`src/rtl/uart_frame_rx.sv`:
```
module uart_frame_rx #(
  parameter int OVS = 16
) (
  input  logic       clk,
  input  logic       rst_n,
  input  logic       tick16,
  input  logic       rxd,
  input  logic [1:0] wlen,
  input  logic       par_en,
  input  logic       par_even,
  input  logic       par_stick,
  output logic [7:0] data_out,
  output logic       data_valid,
  output logic       parity_err,
  output logic       frame_err,
  output logic       break_det
);
  localparam int CW = $clog2(OVS);
  localparam logic [CW-1:0] MID  = CW'(OVS/2 - 1);
  localparam logic [CW-1:0] FULL = CW'(OVS - 1);

  typedef enum logic [2:0] {S_WAIT, S_IDLE, S_START, S_DATA, S_PAR, S_STOP} st_t;

  st_t         st;
  logic        rx_m, rx_s;
  logic [CW-1:0] cnt;
  logic [2:0]  idx;
  logic [7:0]  shreg;
  logic        pbit, zero;
  logic [1:0]  wl_q;
  logic        pen_q, ev_q, stk_q;

  wire sample = tick16 && (cnt == FULL);
  wire last   = (idx == {1'b1, wl_q});
  wire perr   = pen_q & (stk_q ? (pbit == ev_q) : (^shreg ^ pbit ^ ~ev_q));

  always_ff @(posedge clk or negedge rst_n) begin
    if (!rst_n) begin
      rx_m <= 1'b1;
      rx_s <= 1'b1;
    end else begin
      rx_m <= rxd;
      rx_s <= rx_m;
    end
  end

  always_ff @(posedge clk or negedge rst_n) begin
    if (!rst_n) begin
      st         <= S_WAIT;
      cnt        <= '0;
      idx        <= '0;
      shreg      <= '0;
      pbit       <= 1'b0;
      zero       <= 1'b1;
      wl_q       <= '0;
      pen_q      <= 1'b0;
      ev_q       <= 1'b0;
      stk_q      <= 1'b0;
      data_out   <= '0;
      data_valid <= 1'b0;
      parity_err <= 1'b0;
      frame_err  <= 1'b0;
      break_det  <= 1'b0;
    end else begin
      data_valid <= 1'b0;
      parity_err <= 1'b0;
      frame_err  <= 1'b0;
      break_det  <= 1'b0;
      case (st)
        S_WAIT: if (rx_s) st <= S_IDLE;
        S_IDLE: if (tick16 && !rx_s) begin
          st    <= S_START;
          cnt   <= '0;
          idx   <= '0;
          shreg <= '0;
          pbit  <= 1'b0;
          zero  <= 1'b1;
          wl_q  <= wlen;
          pen_q <= par_en;
          ev_q  <= par_even;
          stk_q <= par_stick;
        end
        S_START: if (tick16) begin
          if (cnt == MID) begin
            cnt <= '0;
            st  <= rx_s ? S_IDLE : S_DATA;
          end else begin
            cnt <= cnt + 1'b1;
          end
        end
        S_DATA: if (tick16) begin
          cnt <= cnt + 1'b1;
          if (sample) begin
            shreg[idx] <= rx_s;
            zero       <= zero & ~rx_s;
            idx        <= idx + 1'b1;
            if (last) st <= pen_q ? S_PAR : S_STOP;
          end
        end
        S_PAR: if (tick16) begin
          cnt <= cnt + 1'b1;
          if (sample) begin
            pbit <= rx_s;
            zero <= zero & ~rx_s;
            st   <= S_STOP;
          end
        end
        S_STOP: if (tick16) begin
          cnt <= cnt + 1'b1;
          if (sample) begin
            data_out   <= shreg;
            data_valid <= 1'b1;
            parity_err <= perr;
            frame_err  <= ~rx_s;
            break_det  <= zero & ~rx_s;
            st         <= S_WAIT;
          end
        end
        default: st <= S_WAIT;
      endcase
    end
  end
endmodule

```
`config.mk`:
```
export PLATFORM = sky130hd
export DESIGN_NAME = uart_frame_rx
export DESIGN_NICKNAME = d
export VERILOG_FILES = /design/src/rtl/uart_frame_rx.sv
export SDC_FILE = /design/constraint.sdc
export NUM_CORES = 1
export LEC_CHECK = 0
export BUFFER_PORTS_ARGS = -buffer_cell sky130_fd_sc_hd__clkbuf_2
export CAP_MARGIN = 5
export CORE_MARGIN = 2
export CORE_UTILIZATION = 40
export DETAILED_ROUTE_END_ITERATION = 12
export PLACE_DENSITY = 0.69
export SYNTH_ARGS = -nofsm -noshare
export SYNTH_HDL_FRONTEND = slang
export SYNTH_SLANG_ARGS = --single-unit
```
`constraint.sdc`:
```
create_clock -name clk -period 4.79 [get_ports clk]
set_input_delay 0.2395 -clock clk [delete_from_list [all_inputs] [get_ports clk]]
set_output_delay 0.2395 -clock clk [all_outputs]
set_load 0.1 [all_outputs]
```
Yosys cells after proc, flatten, opt, wreduce, memory -nomap -nowiden
Index checks and enable logic that the tools add are counted.
Operators by class
  add/subtract/negate cells: 2
  $mul: 0
  divide/modulo/power cells: 0
  magnitude comparators: 2
  equality and inequality tests: 23
  shift-type cells: 0
  mux-type cells: 51
  bitwise logic cells: 6
  reductions and logical operators: 19
Operators with widths (number)
  $mux 3: 14
  $mux 8: 3
  $ne 2x2->1 const B: 11
  $mux 1: 21
  $pmux 3 s6: 1
  $mux 4: 4
  $pmux 8 s2: 1
  $reduce_and 4->1: 4
  $pmux 4 s3: 1
  $reduce_and 11->1: 1
  $bwmux 8: 1
  $reduce_xor 8->1: 1
  $eq 3x2->1 const B: 2
  $eq 3x3->1 const B: 2
  $ne 2x1->1 const B: 3
  $pmux 3 s2: 1
  $reduce_bool 2->1: 3
  $add 4x1->4 const B: 1
  $eq 4x3->1 const B: 1
  $eq 4x4->1 const B: 1
  $lt 3x4->1 const B: 1
  $pmux 1 s2: 2
  $add 3x1->3 const B: 1
  $demux 1 s3: 1
  16 further kinds: 21
Word-level totals
  bits in registers: 39
  bits in latches: 0
  memory bits (writable): 0
  ROM bits: 0
  input port bits: 9
  output and inout bits: 12
  memories: 0

Logic depth before layout (Yosys ltp)
Gate-level depths: netlist (run 1).
  depth in word-level cells: 8
  gate-level depth with buffers: 6
  depth with buffers taken out: 6

Least setup slack after synthesis (run 1)
Ideal clock, no wire load.
  path kind: reg-to-reg
  from: reg cnt[0]
  to: reg shreg[0]
  data arrival time: 1436 ps
  data required time: 4670 ps
  setup slack: 3234 ps
  stages on the path, launching flop included: 7
  path buffers: 0
  cells stage by stage: dfrtp_1 ha_1 nand4_1 or2_4 nor2_8 a211oi_1 a31o_2
On the way
  word-level cells in the longest chain between the ends: 4
RTL lines
  start: declaration: line 26  | logic [CW-1:0] cnt;
  start signal: assignment: line 88  | cnt <= cnt + 1'b1;
  start signal: assignment: line 92  | cnt <= cnt + 1'b1;
  start signal: assignment: line 101  | cnt <= cnt + 1'b1;
  $eq 4x4->1: line 33  | wire sample = tick16 && (cnt == FULL);
  $logic_and 1x1->1: line 33
  $ne 2x2->1 (no line)
  $reduce_and 4->1 (no line)
  end signal: indexed assignment: line 94  | shreg[idx] <= rx_s;
  end: declaration: line 28  | logic [7:0] shreg;
No other way between the ends.
A chain may end at the register's enable or synchronous reset.

Final worst setup path (run 1)
  from: reg cnt[0]
  to: reg break_det
On the way
  word-level cells in the longest chain between the ends: 5
RTL lines
  $eq 4x4->1: line 33
  $logic_and 1x1->1: line 33
  $mux 1: line 110  | if (sample) begin
  $mux 1: line 108  | S_STOP: if (tick16) begin
  $mux 1: line 69  | case (st)
  end signal: assignment: line 115  | break_det <= zero & ~rx_s;
  end: declaration: line 16  | output logic break_det
No other way between the ends.

==> run_results.csv, run 1 <==
group,metric,value,unit
placement,gp_congestion,0.803,
clocking,clk_latency,290,ps
global_route,antenna_found_initial,0,
floorplan,num_rows,25,
yosys,syn_avg_cell_area,9.89,um2
placement,dp_slack,2790,ps
detailed_routing,drtIter0Drc,85,
yosys,ys.flop_type,"dfrtp_1",
yosys,seq_area_frac_synth,51.6,%
clocking,htreeDepth,2,
global_route,grt-ovfl-total,0,
yosys,synthAdderAreaFrac,1.32,%
global_route,grt_pass1_vias,1359,
clocking,cts_sinks,39,
yosys,yosysWarnings,0,
power_and_ir_drop,leakage,0.992,nW
sta,grt_setup_unrepaired,"no",
yosys,syn_inst,192,
hold_path,hold_end,"rx_m",
sta,fin_ws,2790,ps
yosys,synth_fp_nets,203,
sta,finalMaxSlewViolations,0,
sta,min_period,2000,ps
power_and_ir_drop,power,0.915,mW
floorplan,die_height,72.9,um
global_route,track_usage,14.7,%
layout,n_antenna_cell,0,
sta,setup_viol,0,
sta,worst_pin_slew,955,ps
power_and_ir_drop,p_per_area,434,mW/mm2
yosys,synth_compound_area_share,12.3,%
critical_path,worstSetupStartpointType,"flip-flop",
detailed_routing,drc,0,
critical_path,critPathRequiredTime,4970,ps
yosys,synthMuxAreaShare,3.49,%
detailed_routing,postRouteAntennaNets,0,
yosys,yosysTopAreaCellShare,47.5,%
global_route,grt_max_degree,40,
clocking,clkTransAtPathRegs,70,ps
critical_path,path_cells,"ha_1 -> and4_1 -> nand4_1 -> clkinv_1 -> and3_1",
clocking,clockBufferDepth,2,
yosys,synth_enable_flop_cells,0,
yosys,synthXorXnorAreaFrac,5.08,%
detailed_routing,avgViaCountPerCell,5.25,
floorplan,die_w,72.9,um
yosys,synth_top_family_by_area,"simple AND/OR/NAND/NOR gates",
floorplan,io_pins,21,
floorplan,dieArea,0.00531,mm2
clocking,hold_buffers,0,
layout,syn2layout_area_growth,11.1,%
yosys,synthTopCellsByArea,"dfrtp_1 47%, nand2_1 6.1%, o21ai_0 4.7%, dfstp_2 4.2%, xnor2_1 3.7%",
clocking,cts_setup_buffers,0,
critical_path,r2r-start,"cnt[0]",
sta,clock_skew,7.53,ps
critical_path,cp.buffers_inverters,1,
layout,fill_cells,455,
critical_path,cp_slowest_cell,"dfrtp_1",
detailed_routing,routed-via-count,1397,
global_route,grtUsageMet1,20.2,%
critical_path,critPathMaxStageDelay,410,ps
global_route,grtUsageMet2,21.8,%
critical_path,cp_max_fo,13,
detailed_routing,dr.pass1.iters,4,
yosys,yosys.area_share.simple,22.1,%
power_and_ir_drop,max-vdd-ir-drop,165,uV
floorplan,initial_core_util,40.7,%
layout,fin_util,45.2,%
critical_path,cpLargestDelayFamily,"simple AND/OR/NAND/NOR gates",
critical_path,r2r-end,"break_det",
yosys,synth_cell_type_count,39,
hold_path,holdPathStages,1,
critical_path,rr_worst_depth,5,
sta,fin_setup_tns,0,ps
yosys,yosys.area.top_type,"dfrtp_1",
detailed_routing,avgRoutedWirePerCell,13.3,um
clocking,cts_resized,0,
critical_path,path_depth,5,
yosys,synthArstFlopShare,100,%
hold_path,hp-start,"rxd",
yosys,syn_area,0.00190,mm2
floorplan,core_area,0.00466,mm2
critical_path,cp.arrival,2180,ps
clocking,cts_root_buffer,"clkbuf_8",
critical_path,path_class,"reg -> reg",
placement,place_hpwl,2510,um
layout,layout-drive-gt1-share,19.3,%
sta,fin_crit_sh,41.7,%
critical_path,end_kind,"flip-flop",
clocking,cts_tree,"yes",
yosys,ys_ff_latch,39,
placement,port-buffer-count,20,
sta,relSlewSlack,36.3,%
layout,nets,222,
run_status,status,"completed",
detailed_routing,drt-total-wl,3530,um
clocking,numCtsBuffers,5,
critical_path,r2r_slack,2790,ps
hold_path,hp-class,"in -> reg",
global_route,grt.busiest_layer,"met2",
sta,hold_viol_final,0,
placement,placed_cell_area,0.00202,mm2
run,cap_violations,0,
layout,design_area,0.00211,mm2
global_route,grt_pass1_wl,6080,um
global_route,use_met3,4.01,%
sta,fmax,500,MHz
## worst max path at each step
stage               startpoint  slack [ps]    endpoint
floorplan               cnt[0]        3230    shreg[0]
global placement        cnt[0]        2880   break_det
detailed placement      cnt[0]        2790   break_det
CTS                     cnt[0]        2780   break_det
global route            cnt[0]        2540  parity_err
finish                  cnt[0]        2790   break_det
## layout by cell type (no fill, tap or decap), types with 2 or more instances in the layout
master,Yosys,layout
a211oi_1,3,3
nand4_1,3,3
mux2_2,5,5
o22ai_1,2,2
clkbuf_2,0,20
nand3_1,7,7
dfstp_2,3,3
dfrtp_1,36,36
a21oi_1,3,3
clkbuf_8,0,5
nand2_1,31,31
nor3_1,3,3
nand2b_1,7,7
xnor2_1,8,8
a31o_2,3,3
o21ai_0,18,18
nor2_1,13,13
ha_1,2,2
a22o_1,3,3
nor2b_1,3,3
xor2_1,3,3
nand3b_1,5,5
inv_1,8,8
## area by class of cell
type	instances	area, um2	area share [%]
Inverter	9	33.8	1.60
Clock buffer	6	72.6	3.44
Clock inverter	2	12.5	0.593
Sequential cell	39	980	46.5
Multi-Input combinational cell	136	842	39.9
Tap cell	54	67.6	3.20
Timing Repair Buffer	20	100	4.75
## sequential cells by signal, indices dropped and copies added, names as in the netlist, 2 cells and up
name and flops:
idx 3, shreg 8, wl_q 2, data_out 8, st 3, cnt 4
## cell usage after synthesis, types with 2 or more instances
| library cell | count |
|---|---|
| a211oi_1 | 3 |
| a21oi_1 | 3 |
| a22o_1 | 3 |
| a31o_2 | 3 |
| buf_2 | 4 |
| buf_4 | 2 |
| clkbuf_1 | 2 |
| dfrtp_1 | 36 |
| dfstp_2 | 3 |
| ha_1 | 2 |
| inv_1 | 8 |
| mux2_2 | 5 |
| nand2_1 | 31 |
| nand2b_1 | 7 |
| nand3_1 | 7 |
| nand3b_1 | 5 |
| nand4_1 | 3 |
| nor2_1 | 13 |
| nor2b_1 | 3 |
| nor3_1 | 3 |
| o21ai_0 | 18 |
| o22ai_1 | 2 |
| xnor2_1 | 8 |
| xor2_1 | 3 |
## where the power goes
group | switching, mW | leakage, nW | total, mW | internal [mW]
Clock | 0.114 | 0.0412 | 0.215 | 0.102
Sequential | 0.0689 | 0.504 | 0.462 | 0.394
Combinational | 0.117 | 0.447 | 0.237 | 0.120
Total | 0.299 | 0.992 | 0.915 | 0.615
## stage by stage
step	std cells	hold slack, ps
floorplan	192	-56.1
global placement	258	332
detailed placement	258	331
CTS	266	13.0
global route	266	12.9
finish	266	23.1
## cell families (layout without fill, tap and decap cells)
group           after synthesis  after routing
buf+inv                      17             37
compound gates               37             37
fa+ha+maj                     2              2
xor+xnor                     11             11
flops                        39             39
simple gates                 80             80
mux                           6              6
## metal layers
layer  part of all wire, %  wire [um]
met3                   4.6        162
met4                   1.1         40
met1                    50       1770
met5                     0          0
met2                    44       1560
Power figures use the tool's default switching activity.
==> run 2: changes to the inputs <==
--- a/config.mk
+++ b/config.mk
@@ -5,6 +5,7 @@
 export SDC_FILE = /design/constraint.sdc
 export NUM_CORES = 1
 export LEC_CHECK = 0
+export ABC_AREA = 1
 export BUFFER_PORTS_ARGS = -buffer_cell sky130_fd_sc_hd__clkbuf_2
 export CAP_MARGIN = 5
 export CORE_MARGIN = 2
==> constraint.sdc (replaced) <==
create_clock -name clk -period 2.1 [get_ports clk]
set_input_delay 0.105 -clock clk [delete_from_list [all_inputs] [get_ports clk]]
set_output_delay 0.105 -clock clk [all_outputs]
set_load 0.1 [all_outputs]
==> run_results.csv, run 2 <==
group,metric,value,unit
layout,largestRegisters,"data_out: 8 flops, shreg: 8 flops, cnt: 4 flops",
detailed_routing,avgRoutedWirePerCell,10.6,um
clocking,cts_setup_buffers,0,
floorplan,die_w,75.1,um
yosys,syn_area,0.00202,mm2
yosys,yosys.area_share.simple,28.1,%
floorplan,dieArea,0.00565,mm2
critical_path,r2r-start,"st[0]",
yosys,synth_enable_flop_cells,0,
detailed_routing,drc,0,
layout,n_antenna_cell,0,
critical_path,crit_start,"st[0]",
run_status,status,"completed",
power_and_ir_drop,max-vdd-ir-drop,377,uV
hold_path,hp-start,"par_even",
yosys,yosysTopAreaCellShare,44.5,%
sta,fmax,602,MHz
detailed_routing,avgViaCountPerCell,4.70,
layout,syn2layout_area_growth,14.9,%
layout,final_cell_mix,"78 x nand2_1, 36 x dfrtp_1, 26 x inv_1, 20 x clkbuf_2, 17 x o21ai_0",
global_route,antenna_found_initial,0,
global_route,track_usage,15.8,%
global_route,grtUsageMet1,20.6,%
clocking,clockBufferDepth,2,
critical_path,path_cells,"nand3_2 -> inv_2 -> nand3_2 -> nand2_1 -> nand3_2 -> o22ai_1",
clocking,cts_root_buffer,"clkbuf_8",
floorplan,num_rows,25,
layout,multi_input_area,888,um2
detailed_routing,drtIter0Drc,108,
sta,grt_setup_unrepaired,"no",
yosys,synth_common_cells,"78 x nand2_1, 36 x dfrtp_1, 26 x inv_1, 17 x o21ai_0, 12 x nor2_1",
critical_path,cpLargestDelayFamily,"simple AND/OR/NAND/NOR gates",
detailed_routing,dr.pass1.iters,4,
yosys,yosys.area.top_type,"dfrtp_1",
sta,min_period,1660,ps
floorplan,io_pins,21,
layout,layout_commonest_cell,"nand2_1",
critical_path,cp.buffers_inverters,1,
sta,fin_setup_tns,0,ps
global_route,grtUsageMet2,24.6,%
detailed_routing,drt-total-wl,3700,um
yosys,syn_avg_cell_area,8.07,um2
critical_path,critPathMaxStageDelay,520,ps
sta,worst_pin_slew,541,ps
placement,gp_congestion,0.802,
yosys,yosysWarnings,0,
clocking,cts_tree,"yes",
layout,finalNonFillerCells,349,
layout,seq_area,980,um2
sta,clock_skew,4.54,ps
placement,placed_cell_area,0.00219,mm2
critical_path,critPathRequiredTime,2310,ps
layout,design_area,0.00233,mm2
layout,fill_cells,488,
yosys,ys_ff_latch,39,
sta,finalMaxSlewViolations,0,
sta,relSlewSlack,64.1,%
global_route,grt_pass1_vias,1493,
critical_path,cpMostUsedCell,"nand3_2",
floorplan,die_height,75.1,um
yosys,syn_inst,251,
sta,hold_viol_final,0,
critical_path,path_class,"reg -> reg",
yosys,synthMuxAreaShare,0,%
clocking,clk_latency,290,ps
detailed_routing,routed-via-count,1639,
yosys,synthAdderAreaFrac,1.24,%
yosys,synthArstFlopShare,100,%
yosys,synth_fp_nets,262,
floorplan,initial_core_util,42.0,%
layout,nets,292,
power_and_ir_drop,leakage,1.16,nW
placement,place_hpwl,2670,um
power_and_ir_drop,p_per_area,1040,mW/mm2
run,cap_violations,0,
clocking,clkTransAtPathRegs,70,ps
clocking,numCtsBuffers,5,
global_route,grt_max_degree,40,
yosys,synthXorXnorAreaFrac,0.865,%
hold_path,hp-class,"in -> reg",
yosys,synth_compound_area_share,13.7,%
yosys,synth_cell_type_count,28,
global_route,grt_pass1_wl,6710,um
critical_path,end_kind,"flip-flop",
yosys,synthTopCellsByArea,"dfrtp_1 44%, nand2_1 14%, inv_1 4.8%, o21ai_0 4.2%, dfstp_2 3.9%",
critical_path,cp_slowest_cell,"dfrtp_1",
yosys,seq_area_frac_synth,48.4,%
global_route,grt.busiest_layer,"met2",
layout,layout-drive-gt1-share,21.6,%
yosys,synth_top_family_by_area,"simple AND/OR/NAND/NOR gates",
clocking,htreeDepth,2,
sta,fin_crit_sh,79.1,%
clocking,cts_sinks,39,
global_route,use_met3,4.95,%
floorplan,core_area,0.00482,mm2
global_route,grt-ovfl-total,0,
clocking,cts_resized,0,
critical_path,cp_max_fo,17,
yosys,ys.flop_type,"dfrtp_1",
sta,setup_viol,0,
yosys,yosysMostFrequentCell,"nand2_1",
placement,placedCellCount,336,
detailed_routing,postRouteAntennaNets,0,
critical_path,worstSetupStartpointType,"flip-flop",
placement,port-buffer-count,20,
critical_path,cp.arrival,1870,ps
-- run 2: changes by cell type after synthesis, sizes merged, moves of 7 or more --
cell,change
inv,+27
nand2,+49
nand2b,-7
nand3,+9
o21ai,+13
xnor2,-7
-- run 2: worst paths after layout --
kind,to,slack (ps),cells after the start
max reg2reg,shreg[4],440,6
min reg2reg,rx_s,360,0
max in group asynchronous,rx_m,1350,3
min,ev_q,10,3
max,shreg[4],440,6
min in group asynchronous,data_valid,400,3
-- run 2: layout make-up --
type,instances,share of cell area (%)
sequential,39,42.1
inverter,36,5.81
multi-input combinational,173,38.2
clock buffer,7,3.28
tap,67,3.60
clock inverter,1,0.215
timing repair buffer,26,6.78
-- run 2: worst register-to-register path, delay by kind of cell, from the launching register on --
family	cells	cell delay, ps
buffers and inverters	1	110
and+or+nand+nor	4	800
DFF	1	520
AOI/OAI and AO/OA	1	160
-- run 2: repair_timing --
item | 4_1_cts | 5_1_grt
hold buffers | 5 | 0
hold endpoints to repair | 40 | 0
endpoints found under the setup margin | 0 | 0
-- run 2: per-layer routing --
metal	routed length, um	part of all wire [%]
met1	1830	49
met2	1670	45
met3	160	4.3
met4	46	1.2
met5	0	0
-- run 2: kinds of logic after synthesis --
group | after synthesis
compound gates | 47
fa+ha+maj | 2
flops | 39
xor+xnor | 2
buf+inv | 39
simple gates | 122
-- run 2: where the power goes --
part / total [mW] / internal [mW] / switching [mW]
sequential: 1.04 / 0.902 / 0.139
combinational: 0.897 / 0.299 / 0.599
clock: 0.483 / 0.233 / 0.250
total: 2.42 / 1.43 / 0.988
-- run 2: through the flow --
stage,utilization (%),total power [mW],hold slack [ps],setup WS (ps)
2_1_floorplan,-,1.76,-191,750
3_3_place_gp,45.6,1.92,182,531
3_5_place_dp,45.6,1.95,182,457
4_1_cts,48.3,2.45,3.94,436
5_1_grt,48.3,2.66,16.7,222
6_report,48.3,2.42,10.5,439
